`src/rtl/adc_regs_pkg.sv`:
```
package adc_regs_pkg;
  localparam logic [1:0] ADDR_CTRL   = 2'd0;
  localparam logic [1:0] ADDR_RES_HI = 2'd1;
  localparam logic [1:0] ADDR_RES_LO = 2'd2;

  localparam int CTRL_BUSY = 0;
  localparam int CTRL_PSC  = 1;
  localparam int CTRL_MODE = 2;

  typedef struct packed {
    logic mode;
    logic psc;
    logic busy;
  } ctrl_t;
endpackage

```
`src/rtl/adc_clk_prescale.sv`:
```
module adc_clk_prescale #(
  parameter int DIV = 16
) (
  input  logic clk,
  input  logic rst_n,
  input  logic run,
  input  logic bypass,
  output logic tick
);
  localparam int CW = (DIV > 1) ? $clog2(DIV) : 1;
  localparam logic [CW-1:0] LAST = CW'(DIV - 1);

  logic [CW-1:0] cnt_q, cnt_d;

  always_comb begin
    tick  = run && (bypass || (cnt_q == LAST));
    cnt_d = cnt_q;
    if (!run || bypass || (cnt_q == LAST)) cnt_d = '0;
    else                                   cnt_d = cnt_q + 1'b1;
  end

  always_ff @(posedge clk or negedge rst_n) begin
    if (!rst_n) cnt_q <= '0;
    else        cnt_q <= cnt_d;
  end
endmodule

```
`src/rtl/adc_sar_seq.sv`:
```
module adc_sar_seq #(
  parameter int RES_W = 10
) (
  input  logic             clk,
  input  logic             rst_n,
  input  logic             run,
  input  logic             tick,
  input  logic             cmp_le,
  output logic [RES_W-1:0] trial_code,
  output logic             sample,
  output logic             finish,
  output logic [RES_W-1:0] final_code
);
  localparam int SW = $clog2(RES_W + 2);
  localparam logic [SW-1:0] LAST_STEP = SW'(RES_W);

  logic [SW-1:0]    step_q, step_d, shamt;
  logic [RES_W-1:0] acc_q, acc_d, mask;

  always_comb begin
    shamt      = LAST_STEP - step_q;
    sample     = run && (step_q == '0);
    mask       = (step_q == '0) ? '0 : (RES_W'(1) << shamt);
    trial_code = acc_q | mask;
    finish     = run && tick && (step_q == LAST_STEP);

    acc_d  = acc_q;
    step_d = step_q;
    if (!run) begin
      acc_d  = '0;
      step_d = '0;
    end else if (tick) begin
      if (cmp_le) acc_d = acc_q | mask;
      step_d = step_q + 1'b1;
    end
    final_code = acc_d;
  end

  always_ff @(posedge clk or negedge rst_n) begin
    if (!rst_n) begin
      step_q <= '0;
      acc_q  <= '0;
    end else begin
      step_q <= step_d;
      acc_q  <= acc_d;
    end
  end
endmodule

```
`src/rtl/adc_result_regs.sv`:
```
module adc_result_regs #(
  parameter int RES_W = 10
) (
  input  logic             clk,
  input  logic             rst_n,
  input  logic             load,
  input  logic [RES_W-1:0] load_code,
  input  logic             wr_hi,
  input  logic             wr_lo,
  input  logic [7:0]       wdata,
  output logic [7:0]       rd_hi,
  output logic [7:0]       rd_lo,
  output logic [RES_W-1:0] res
);
  localparam int LO_W  = RES_W - 8;
  localparam int PAD_W = 8 - LO_W;

  logic [7:0]      hi_q, hi_d;
  logic [LO_W-1:0] lo_q, lo_d;

  always_comb begin
    hi_d = hi_q;
    lo_d = lo_q;
    if (load) begin
      hi_d = load_code[RES_W-1:LO_W];
      lo_d = load_code[LO_W-1:0];
    end else begin
      if (wr_hi) hi_d = wdata;
      if (wr_lo) lo_d = wdata[7:PAD_W];
    end
  end

  always_ff @(posedge clk or negedge rst_n) begin
    if (!rst_n) begin
      hi_q <= '0;
      lo_q <= '0;
    end else begin
      hi_q <= hi_d;
      lo_q <= lo_d;
    end
  end

  generate
    if (PAD_W > 0) begin : g_pad
      assign rd_lo = {lo_q, {PAD_W{1'b0}}};
    end else begin : g_nopad
      assign rd_lo = lo_q[7:0];
    end
  endgenerate

  assign rd_hi = hi_q;
  assign res   = {hi_q, lo_q};
endmodule

```
`src/rtl/adc_ctrl_regs.sv`:
```
module adc_ctrl_regs
  import adc_regs_pkg::*;
#(
  parameter int RES_W = 10,
  parameter int DIV   = 16
) (
  input  logic             clk,
  input  logic             rst_n,
  input  logic             bus_we,
  input  logic [1:0]       bus_addr,
  input  logic [7:0]       bus_wdata,
  output logic [7:0]       bus_rdata,
  input  logic             cmp_le,
  output logic [RES_W-1:0] dac_code,
  output logic             sample,
  output logic             conv_tick,
  output logic             mode_diff,
  output logic             done
);
  logic [1:0]       rst_sync_q;
  logic             srst_n;
  ctrl_t            ctrl_q, ctrl_d;
  logic             done_q, done_d;
  logic             ctrl_wr, ctrl_load, finish, res_load;
  logic [RES_W-1:0] final_code, res_val;
  logic [7:0]       rd_hi, rd_lo;

  always_ff @(posedge clk or negedge rst_n) begin
    if (!rst_n) rst_sync_q <= 2'b00;
    else        rst_sync_q <= {rst_sync_q[0], 1'b1};
  end
  assign srst_n = rst_sync_q[1];

  always_comb begin
    ctrl_wr   = bus_we && (bus_addr == ADDR_CTRL);
    ctrl_load = ctrl_wr && (!ctrl_q.busy || !bus_wdata[CTRL_BUSY]);
    res_load  = finish && !ctrl_load;
    ctrl_d    = ctrl_q;
    if (ctrl_load) begin
      ctrl_d.busy = bus_wdata[CTRL_BUSY];
      ctrl_d.psc  = bus_wdata[CTRL_PSC];
      ctrl_d.mode = bus_wdata[CTRL_MODE];
    end else if (finish) begin
      ctrl_d.busy = 1'b0;
    end
    done_d = res_load;
  end

  always_ff @(posedge clk or negedge srst_n) begin
    if (!srst_n) begin
      ctrl_q <= '0;
      done_q <= 1'b0;
    end else begin
      ctrl_q <= ctrl_d;
      done_q <= done_d;
    end
  end

  adc_clk_prescale #(.DIV(DIV)) u_psc (
    .clk    (clk),
    .rst_n  (srst_n),
    .run    (ctrl_q.busy),
    .bypass (ctrl_q.psc),
    .tick   (conv_tick)
  );

  adc_sar_seq #(.RES_W(RES_W)) u_sar (
    .clk        (clk),
    .rst_n      (srst_n),
    .run        (ctrl_q.busy),
    .tick       (conv_tick),
    .cmp_le     (cmp_le),
    .trial_code (dac_code),
    .sample     (sample),
    .finish     (finish),
    .final_code (final_code)
  );

  adc_result_regs #(.RES_W(RES_W)) u_res (
    .clk       (clk),
    .rst_n     (srst_n),
    .load      (res_load),
    .load_code (final_code),
    .wr_hi     (bus_we && (bus_addr == ADDR_RES_HI)),
    .wr_lo     (bus_we && (bus_addr == ADDR_RES_LO)),
    .wdata     (bus_wdata),
    .rd_hi     (rd_hi),
    .rd_lo     (rd_lo),
    .res       (res_val)
  );

  always_comb begin
    bus_rdata = '0;
    case (bus_addr)
      ADDR_CTRL: begin
        bus_rdata[CTRL_BUSY] = ctrl_q.busy;
        bus_rdata[CTRL_PSC]  = ctrl_q.psc;
        bus_rdata[CTRL_MODE] = ctrl_q.mode;
      end
      ADDR_RES_HI: bus_rdata = rd_hi;
      ADDR_RES_LO: bus_rdata = rd_lo;
      default:     bus_rdata = '0;
    endcase
  end

  assign mode_diff = ctrl_q.mode;
  assign done      = done_q;
endmodule

```
`config.mk`:
```
export PLATFORM = sky130hd
export DESIGN_NAME = adc_ctrl_regs
export DESIGN_NICKNAME = d
export VERILOG_FILES = /design/src/rtl/adc_regs_pkg.sv /design/src/rtl/adc_clk_prescale.sv /design/src/rtl/adc_sar_seq.sv /design/src/rtl/adc_result_regs.sv /design/src/rtl/adc_ctrl_regs.sv
export SDC_FILE = /design/constraint.sdc
export NUM_CORES = 1
export LEC_CHECK = 0
export ABC_CLOCK_PERIOD_IN_PS = 2250
export BUFFER_PORTS_ARGS = -buffer_cell sky130_fd_sc_hd__clkbuf_2
export CORE_ASPECT_RATIO = 0.7
export CORE_MARGIN = 4
export CORE_UTILIZATION = 45
export CTS_CLUSTER_DIAMETER = 40
export CTS_CLUSTER_SIZE = 40
export DETAILED_ROUTE_END_ITERATION = 10
export GPL_TIMING_DRIVEN = 0
export PLACE_DENSITY = 0.73
export SYNTH_ARGS = -nofsm -noshare
export SYNTH_HDL_FRONTEND = slang
export SYNTH_SLANG_ARGS = --single-unit
```
`constraint.sdc`:
```
create_clock -name clk -period 2.25 [get_ports clk]
set_input_delay 0.1125 -clock clk [delete_from_list [all_inputs] [get_ports clk]]
set_output_delay 0.1125 -clock clk [all_outputs]
set_load 0.02 [all_outputs]
```
==> results of run 1 <==
## power by group through the flow
stage               Combinational (mW)  Sequential, mW  Clock (mW)
CTS                              0.309           0.723       0.479
detailed placement               0.305           0.733           0
global placement                 0.300           0.730           0
global route                     0.345           0.735       0.505
finish                           0.310           0.725       0.476
floorplan                        0.216           0.722           0
## synth_stat cells (all sizes together), types with 2 or more instances
master and instances:
a221o 2, nor3b 2, mux2i 6, dfrtp 34, nand2b 2, ha 9, and2 8, clkbuf 3
nand2 19, a31o 4, a22o 11, nand3 5, a21boi 2, a211oi 2, nor4b 3, o21bai 6
and3 5, buf 5, a21o 3, xnor2 3, a22oi 2, inv 6, a21oi 8, nor2b 5
mux2 8, o21ai 7, nor2 7
## layer usage
layer	up-vias	GRT usage, %	share of wire [%]
met3	7	3.91	7.0
met2	54	25.9	42
met5	-	0	0
met1	750	27.0	50
met4	0	3.50	0.75
li1	765	-	-
## worst min-delay path by stage
stage,end,cells past startpoint,startpoint,slack [ps]
6_report,ctrl_q[1],2,bus_wdata[1],60
5_1_grt,ctrl_q[1],2,bus_wdata[1],80
4_1_cts,ctrl_q[1],2,bus_wdata[1],70
3_5_place_dp,rst_sync_q[1],1,rst_n,-100
3_3_place_gp,rst_sync_q[1],1,rst_n,-100
2_1_floorplan,rst_sync_q[0],0,rst_n,-180
## per-stage QoR
| stage | util (%) | total power [mW] | setup slack [ps] | cell area (um^2) |
|---|---|---|---|---|
| after detailed placement | 54.2 | 1.04 | 253 | 2200 |
| final | 57.5 | 1.51 | 135 | 2340 |
| after global placement | 54.2 | 1.03 | 304 | 2200 |
| after floorplan | - | 0.938 | 475 | 1970 |
| after global routing | 57.5 | 1.58 | 42.8 | 2340 |
| after CTS | 57.0 | 1.51 | 64.1 | 2320 |
## layout by cell type, fill, tap and decap left out, types with 3 or more instances in the layout
cell type | synthesis | final
a21o_1 | 3 | 3
a21oi_1 | 8 | 8
a22o_1 | 11 | 11
a31o_2 | 4 | 4
and2_1 | 8 | 8
and3_1 | 5 | 5
clkbuf_1 | 3 | 3
clkbuf_2 | 0 | 34
clkbuf_8 | 0 | 6
dfrtp_1 | 34 | 31
dfrtp_2 | 0 | 3
ha_1 | 9 | 8
inv_1 | 5 | 5
mux2_2 | 8 | 8
mux2i_1 | 6 | 6
nand2_1 | 18 | 18
nand3_1 | 5 | 5
nor2_1 | 7 | 6
nor2b_1 | 5 | 5
o21ai_0 | 7 | 7
o21bai_1 | 6 | 6
xnor2_1 | 3 | 3
## flip-flops by register name, indices dropped and copies added (netlist names)
signal and flops:
rst_sync_q 2, u_sar.acc_q 10, u_res.lo_q 2, u_res.rd_hi 8, mode_diff 1, done 1, ctrl_q 2, u_sar.step_q 4
u_psc.cnt_q 4
## cells by family after synthesis
kind of cell               Yosys count  synth area share, %
other                                1                0.191
xor gates and xnor gates             4                 1.78
AOI/OAI and AO/OA                   52                 20.5
muxes                               14                 7.63
buffers and inverters               14                 3.69
adders and majority gates            9                 5.72
and+or+nand+nor                     61                 17.2
DFF                                 34                 43.2
## worst reg2reg max path, cell delays in order, from the launching register on
cell and delay (ps):
dfrtp_2 470, inv_1 110, ha_1 230, and4b_1 240
o211ai_4 210, inv_4 70, buf_6 160, a221o_1 340
## what timing repair did
action                                 in CTS  in global routing
hold buffers                                1                  0
setup endpoints to repair                   2                  3
endpoints found under the hold margin       2                  0
gates cloned                                0                  0
resized for setup                           4                  3
setup buffers                               0                  0
## area by class of cell
cell class	count	area, um^2
buffer	8	47.5
clock buffer	6	82.6
clock inverter	2	12.5
fill	372	1730
inverter	6	25.0
multi-input combinational	141	1070
sequential	34	855
tap	52	65.1
timing repair buffer	35	180
==> flow_metrics.env, run 1 <==
export IMPL_initial_core_util_pct=48.4
export IMPL_slowest_delay_ps=490
export IMPL_antenna_found_initial=0
export IMPL_fin_setup_tns_ps=0
export IMPL_nets=254
export IMPL_fp_row_count=19
export IMPL_ys_seq_area_share_pct=43.2
export IMPL_yosysUniqueCellTypes=45
export IMPL_wl_per_cell_um=16.5
export IMPL_first_pass_iters=4
export IMPL_drc=0
export IMPL_r2r_start="u_sar.step_q[0]"
export IMPL_track_usage_pct=17.8
export IMPL_gp_congestion=0.789
export IMPL_worst_slew_pin_slew_ps=686
export IMPL_grt_pass1_vias=1522
export IMPL_crit_family="flip-flops"
export IMPL_fin_skew_ps=9.63
export IMPL_cp_endpoint="dac_code[3]"
export IMPL_clock_power_share_pct=31.5
export IMPL_slowest_stage="dfrtp_2"
export IMPL_drtAntennaViolNets=0
export IMPL_routed_wl_mm=4.68
export IMPL_overflow=0
export IMPL_switching_share_pct=31.0
export IMPL_stdcell_count=284
export IMPL_dieArea_um2=5510
export IMPL_rsz0062_at_grt="false"
export IMPL_finalCriticalPeriod_ps=2110
export IMPL_clock_latency_ps=290
export IMPL_grt_pass1_wl_mm=7.52
export IMPL_yosysTopAreaCell="dfrtp_1"
export IMPL_critPathMaxFanout=8
export IMPL_htree_levels=2
export IMPL_seq_power_share_pct=48.0
export IMPL_slew_headroom_pct=54.3
export IMPL_synth_top_area_share_pct=43.2
export IMPL_maxCapViolCount=0
export IMPL_crit_arrival_ps=2000
export IMPL_synth_cells=189
export IMPL_hold_ws_ps=62.9
export IMPL_floorplan_die_width_um=87.0
export IMPL_crit_type="flop to primary output"
export IMPL_outcome="completed"
export IMPL_p_sw_mw=0.468
export IMPL_worst_path_buf_inv=2
export IMPL_clock_path_buffers=2
export IMPL_synthArstFlopShare_pct=100
export IMPL_route_vias_total=1576
export IMPL_crit_start="u_sar.step_q[0]"
export IMPL_avgSynthCellArea_um2=10.4
export IMPL_hold_class="primary input to flop"
export IMPL_synth_area_top_cells="dfrtp_1, ha_1, a22o_1, mux2_2, nand2_1"
export IMPL_synth_top_flop_cell="dfrtp_1"
export IMPL_netlist_area_um2=1970
export IMPL_dpl_cell_count=275
export IMPL_numCtsBuffers=5
export IMPL_drive_gt1_share_pct=31.9
export IMPL_cellPowerDensity_nw_per_um2=647
export IMPL_rr_endpoint="u_res.rd_hi[4]"
export IMPL_cts_sinks=34
export IMPL_die_y_um=63.3
export IMPL_io_pin_count=36
export IMPL_cp_depth=7
export IMPL_n_antenna_cell=0
export IMPL_path_cells="ha_4 -> nor2_2 -> a21boi_2 -> or2_1 -> buf_2 -> a31o_2 -> clkbuf_2"
export IMPL_port_buffers=34
export IMPL_required_ps=2140
export IMPL_irDropWorstVdd_v=0.000329
export IMPL_fmax_ghz=0.473
export IMPL_setup_viol=0
export IMPL_fin_crit_sh_pct=94.0
export IMPL_yosys_warnings=0
export IMPL_clkTransAtPathRegs_ps=70
export IMPL_start_kind="flop"
export IMPL_r2r_cells=7
export IMPL_dp_hpwl_mm=3.49
export IMPL_maxSlewViolCount=0
export IMPL_ys_ff_latch=34
export IMPL_combPwrFrac_pct=20.5
export IMPL_grt_max_degree=33
export IMPL_p_leak_nw=1.14
export IMPL_synth_edf_count=0
export IMPL_syn_num_nets=212
export IMPL_p_int_mw=1.04
export IMPL_clock_root_buffer="clkbuf_8"
export IMPL_cts_tree="yes"
export IMPL_reg2reg_slack_ps=300
export IMPL_cp_end_kind="primary output"
export IMPL_drtIter0Drc=107
export IMPL_final_hold_viol_count=0
export IMPL_core_region_area_um2=4070
export IMPL_syn2layout_area_growth_pct=18.7
export IMPL_viasPerCell=5.55
(Power assumes the default switching activity.)
==> run 2, diff against run 1 <==
- ABC_AREA: unset -> 1
==> run 2 against run 1 <==
Total power down 6.2%. Synthesized cell count up 33%. Clock skew down 5.0 ps. Hold slack worse by 4.2 ps. Clock power down 14%. Non-clock buffer count down 2. Maximum frequency up 12%. Worst setup slack better by 230 ps. Largest cell class unchanged. Largest power group unchanged.
==> flow_metrics.env, run 2 <==
export IMPL_outcome="completed"
export IMPL_grt_pass1_vias=1620
export IMPL_clkTransAtPathRegs_ps=60
export IMPL_synth_common_cells="nand2_1, inv_1, dfrtp_1"
export IMPL_slew_headroom_pct=53.9
export IMPL_crit_type="flop to primary output"
export IMPL_final_hold_viol_count=0
export IMPL_clock_root_buffer="clkbuf_8"
export IMPL_n_antenna_cell=0
export IMPL_reg2reg_slack_ps=610
export IMPL_design_area_um2=2250
export IMPL_fin_setup_tns_ps=0
export IMPL_final_common_cell="nand2_1"
export IMPL_numCtsBuffers=5
export IMPL_syn2layout_area_growth_pct=17.0
export IMPL_critPathMaxFanout=6
export IMPL_track_usage_pct=17.6
export IMPL_route_vias_total=1682
export IMPL_path_cells="inv_1 -> ha_1 -> nand3_2 -> nand2_1 -> nor2_1 -> nand2_1 -> nand2_1 -> clkbuf_2"
export IMPL_cts_tree="yes"
export IMPL_setup_viol=0
export IMPL_first_pass_iters=4
export IMPL_clock_path_buffers=2
export IMPL_synth_area_top_cells="dfrtp_1, nand2_1, inv_1, ha_1, nor2_1"
export IMPL_mostFrequentLayoutCells="nand2_1, inv_1, clkbuf_2"
export IMPL_dp_hpwl_mm=3.35
export IMPL_die_y_um=62.7
export IMPL_avgSynthCellArea_um2=7.63
export IMPL_required_ps=2140
export IMPL_fp_row_count=19
export IMPL_cp_end_kind="primary output"
export IMPL_yosysUniqueCellTypes=27
export IMPL_synthArstFlopShare_pct=100
export IMPL_wl_per_cell_um=12.5
export IMPL_pre_cts_ws_ps=640
export IMPL_dieArea_um2=5400
export IMPL_finalCriticalPeriod_ps=1880
export IMPL_cpMostUsedCell="nand2_1"
export IMPL_crit_arrival_ps=1770
export IMPL_stdcell_count=347
export IMPL_synth_most_common_cell="nand2_1"
export IMPL_yosys_warnings=0
export IMPL_io_pin_count=36
export IMPL_grt_pass1_wl_mm=7.54
export IMPL_start_kind="flop"
export IMPL_irDropWorstVdd_v=0.000492
export IMPL_viasPerCell=4.85
export IMPL_drtIter0Drc=94
export IMPL_maxSlewViolCount=0
export IMPL_synth_top_flop_cell="dfrtp_1"
export IMPL_drive_gt1_share_pct=20.3
export IMPL_cts_sinks=34
export IMPL_synth_cells=252
export IMPL_worst_slew_pin_slew_ps=691
export IMPL_hold_ws_ps=58.7
export IMPL_fmax_ghz=0.531
export IMPL_netlist_area_um2=1920
export IMPL_floorplan_die_width_um=86.1
export IMPL_slowest_stage="dfrtp_1"
export IMPL_initial_core_util_pct=47.9
export IMPL_drc=0
export IMPL_routed_wl_mm=4.35
export IMPL_synth_top_area_share_pct=44.2
export IMPL_p_leak_nw=1.34
export IMPL_grt_max_degree=33
export IMPL_rsz0062_at_grt="false"
export IMPL_fin_crit_sh_pct=83.6
export IMPL_nets=318
export IMPL_fin_skew_ps=4.67
export IMPL_clock_latency_ps=280
export IMPL_largest_reg_flops=10
export IMPL_top_register="u_sar.acc_q"
export IMPL_cellPowerDensity_nw_per_um2=630
export IMPL_drtAntennaViolNets=0
export IMPL_placed_cell_area_um2=2160
export IMPL_htree_levels=2
export IMPL_hold_class="primary input to flop"
export IMPL_yosysTopAreaCell="dfrtp_1"
export IMPL_maxCapViolCount=0
export IMPL_gp_congestion=0.850
export IMPL_ys_seq_area_share_pct=44.2
export IMPL_dpl_cell_count=339
export IMPL_syn_num_nets=275
export IMPL_setup_slack_ps=368
export IMPL_ys_ff_latch=34
export IMPL_overflow=0
export IMPL_core_region_area_um2=4020
export IMPL_port_buffers=35
export IMPL_slowest_delay_ps=450
export IMPL_synth_edf_count=0
export IMPL_antenna_found_initial=0
==> run 2: cell families after synthesis <==
| kind of cell | after synthesis | share of synthesized area, % |
|---|---|---|
| flops | 34 | 44.2 |
| other cells | 1 | 0.195 |
| compound gates | 28 | 7.81 |
| fa+ha+maj | 9 | 5.86 |
| simple gates | 130 | 30.0 |
| xor+xnor | 2 | 0.911 |
| buf+inv | 48 | 11.0 |
==> run 2: timing repair <==
action,CTS,global route
endpoints found under the hold margin,2,0
hold buffers,1,0
resized for setup,0,0
buffers inserted,0,0
==> run 2: where the power goes <==
| group | leakage, nW | internal [mW] | switching, mW |
|---|---|---|---|
| clock network | 0.0383 | 0.213 | 0.198 |
| registers | 0.448 | 0.664 | 0.0451 |
| logic | 0.857 | 0.106 | 0.192 |
==> run 2: cell type report <==
cell class                      count  area, um^2
Fill cell                         408        1770
Sequential cell                    34         852
Tap cell                           52        65.1
Inverter                           43         168
Timing Repair Buffer               36         185
Clock buffer                        7        76.3
Buffer                              5        43.8
Multi-Input combinational cell    170         861
==> run 2: worst max-delay path, delay by kind of cell, from the launching register on <==
family / cells / cell delay [ps]
flops: 1 / 450
buf+inv: 2 / 310
fa+ha+maj: 1 / 230
simple gates: 5 / 510
==> run 2: worst paths after layout <==
kind                       depth (start not counted)        endpoint             from
max                                                8     dac_code[9]  u_sar.step_q[0]
min                                                3       ctrl_q[1]     bus_wdata[1]
max reg2reg                                        9   u_res.lo_q[0]  u_sar.step_q[0]
min reg2reg                                        0  u_sar.acc_q[6]    rst_sync_q[1]
max in group asynchronous                          0   u_res.lo_q[0]    rst_sync_q[1]
min in group asynchronous                          2   rst_sync_q[1]            rst_n
==> run 2: per-layer routing <==
layer | track usage, % | part of all wire, % | vias up
met5 | 0 | 0 | -
met3 | 4.61 | 4.5 | 5
li1 | - | - | 864
met1 | 25.5 | 52 | 784
met4 | 4.15 | 0.71 | 0
met2 | 26.1 | 42 | 29
==> run 2: stage by stage <==
stage / util [%] / total power [mW]
2_1_floorplan: - / 0.923
3_3_place_gp: 53.8 / 1.01
3_5_place_dp: 53.8 / 1.02
4_1_cts: 56.0 / 1.43
5_1_grt: 56.0 / 1.51
6_report: 56.0 / 1.42
==> run 3, diff against run 2 <==
- ABC_CLOCK_PERIOD_IN_PS: 2250 -> 1800
- clock period: 2.25 -> 1.8 ns (I/O delays scaled with it)
==> run 3 against run 2 <==
Count of clock-buffer cells in the layout is the same. Sequential share of layout area shrank 0.59 points. First-iteration DRC count shrank 22%. Combinational power grew 31%. Sequential power grew 25%. Utilization grew 1.1 points. Final cell count grew 0.29%. Hold slack lost 24 ps. Clock power grew 25%. Register-to-register slack lost 420 ps. Critical path type unchanged. Largest power group unchanged.
==> flow_metrics.env, run 3 (same netlist as run 2, synthesis figures left out) <==
export IMPL_core_region_area_um2=4020
export IMPL_crit_type="flop to primary output"
export IMPL_nets=319
export IMPL_maxSlewViolCount=0
export IMPL_mostFrequentLayoutCells="nand2_1, inv_1, dfrtp_1"
export IMPL_irDropWorstVdd_v=0.000621
export IMPL_route_vias_total=1696
export IMPL_clock_power_share_pct=28.8
export IMPL_slowest_stage="dfrtp_2"
export IMPL_cts_sinks=34
export IMPL_io_pin_count=36
export IMPL_clock_path_buffers=2
export IMPL_setup_viol=0
export IMPL_dr_wl_met2_mm=1.91
export IMPL_fin_crit_sh_pct=94.9
export IMPL_fp_row_count=19
export IMPL_start_kind="flop"
export IMPL_port_buffers=35
export IMPL_grt_max_degree=33
export IMPL_dieArea_um2=5400
export IMPL_numCtsBuffers=5
export IMPL_antenna_found_initial=0
export IMPL_clock_latency_ps=280
export IMPL_clkTransAtPathRegs_ps=60
export IMPL_dp_hpwl_mm=3.35
export IMPL_fin_setup_tns_ps=0
export IMPL_worst_slew_pin_slew_ps=702
export IMPL_r2r_start="u_sar.step_q[0]"
export IMPL_cts_tree="yes"
export IMPL_drt_met1_wl_mm=2.30
export IMPL_seq_power_share_pct=49.5
export IMPL_required_ps=1710
export IMPL_track_usage_pct=17.6
export IMPL_switching_share_pct=30.9
export IMPL_path_cells="inv_1 -> ha_1 -> nand3_2 -> nand2_2 -> nor2_2 -> nand2_1 -> nand2_1 -> buf_4"
export IMPL_cp_end_kind="primary output"
export IMPL_drtAntennaViolNets=0
export IMPL_overflow=0
export IMPL_finalCriticalPeriod_ps=1710
export IMPL_syn2layout_area_growth_pct=19.3
export IMPL_hold_ws_ps=34.9
export IMPL_rr_endpoint="u_res.rd_hi[6]"
export IMPL_grt_pass1_wl_mm=7.54
export IMPL_viasPerCell=4.87
export IMPL_maxCapViolCount=0
export IMPL_p_leak_nw=1.35
export IMPL_regArea_um2=855
export IMPL_drive_gt1_share_pct=23.6
export IMPL_p_sw_mw=0.553
export IMPL_r2r_cells=9
export IMPL_hold_class="primary input to flop"
export IMPL_top_layer="met4"
export IMPL_reg2reg_slack_ps=190
export IMPL_combPwrFrac_pct=21.7
export IMPL_nFillCells=407
export IMPL_routed_wl_mm=4.45
export IMPL_gp_congestion=0.850
export IMPL_top_register="u_sar.acc_q"
export IMPL_first_pass_iters=5
export IMPL_clock_root_buffer="clkbuf_8"
export IMPL_crit_arrival_ps=1620
export IMPL_cellPowerDensity_nw_per_um2=781
export IMPL_drc=0
export IMPL_crit_start="u_sar.step_q[0]"
export IMPL_floorplan_die_width_um=86.1
export IMPL_multi_input_area_um2=878
export IMPL_final_hold_viol_count=0
export IMPL_htree_levels=2
export IMPL_pre_cts_ws_ps=190
export IMPL_rsz0062_at_grt="true"
export IMPL_die_y_um=62.7
export IMPL_grt_pass1_vias=1620
export IMPL_route_met3_wl_um=208
export IMPL_setup_slack_ps=91.2
export IMPL_cp_endpoint="dac_code[8]"
export IMPL_cpMostUsedCell="nand2_1"
export IMPL_slew_headroom_pct=53.2
export IMPL_slowest_delay_ps=400
export IMPL_outcome="completed"
export IMPL_n_antenna_cell=0
export IMPL_largest_reg_flops=10
export IMPL_initial_core_util_pct=47.9
export IMPL_fmax_ghz=0.585
export IMPL_final_common_cell="nand2_1"
export IMPL_fin_skew_ps=3.55
export IMPL_critPathMaxFanout=5
export IMPL_drtIter0Drc=73
export IMPL_wl_per_cell_um=12.8
export IMPL_p_int_mw=1.24
## run 3: final cells by class
type / count / area share (%)
multi-input cells: 170 / 38.3
flip-flops and latches: 34 / 37.3
repair buffers: 37 / 9.06
inverters: 43 / 7.31
clock buffers: 7 / 3.33
well taps: 52 / 2.84
plain buffers: 5 / 1.91
## run 3: per-stage QoR
stage               cell area [um^2]  instances  util [%]  power [mW]
floorplan                       1920        252         -        1.15
global route                    2290        348      57.1        1.90
CTS                             2250        347      56.0        1.79
global placement                2160        339      53.8        1.27
detailed placement              2160        339      53.8        1.27
finish                          2290        348      57.1        1.79
## run 3: layer usage
layer	GRT usage (%)	vias up
met5	0	-
met4	4.15	0
met3	4.61	5
met2	26.1	33
met1	25.5	793
li1	-	865
## run 3: critical path: cells and delay by family, from the launching register on
kind / cells / cell delay, ps
and+or+nand+nor: 5 / 470
DFF: 1 / 400
buffers and inverters: 2 / 240
adders and majority gates: 1 / 220
## run 3: power groups by stage
stage          Combinational (mW)  Sequential [mW]  Clock [mW]
2_1_floorplan               0.262            0.891           0
3_3_place_gp                0.367            0.899           0
3_5_place_dp                0.371            0.901           0
4_1_cts                     0.375            0.888       0.532
5_1_grt                     0.440            0.897       0.559
6_report                    0.389            0.886       0.515
## run 3: worst min path at each step
| stage | start | end | depth (start not counted) |
|---|---|---|---|
| 3_5_place_dp | rst_n | rst_sync_q[1] | 1 |
| 6_report | bus_wdata[1] | ctrl_q[1] | 3 |
| 4_1_cts | bus_wdata[1] | ctrl_q[1] | 3 |
| 2_1_floorplan | rst_n | rst_sync_q[0] | 0 |
| 3_3_place_gp | rst_n | rst_sync_q[0] | 1 |
| 5_1_grt | bus_wdata[1] | ctrl_q[1] | 3 |
## run 3: timing repair
item / CTS / global route
hold buffers: 1 / 0
setup endpoints to repair: 4 / 10
endpoints found under the hold margin: 2 / 0
setup buffers: 0 / 1
gates resized for setup: 1 / 21
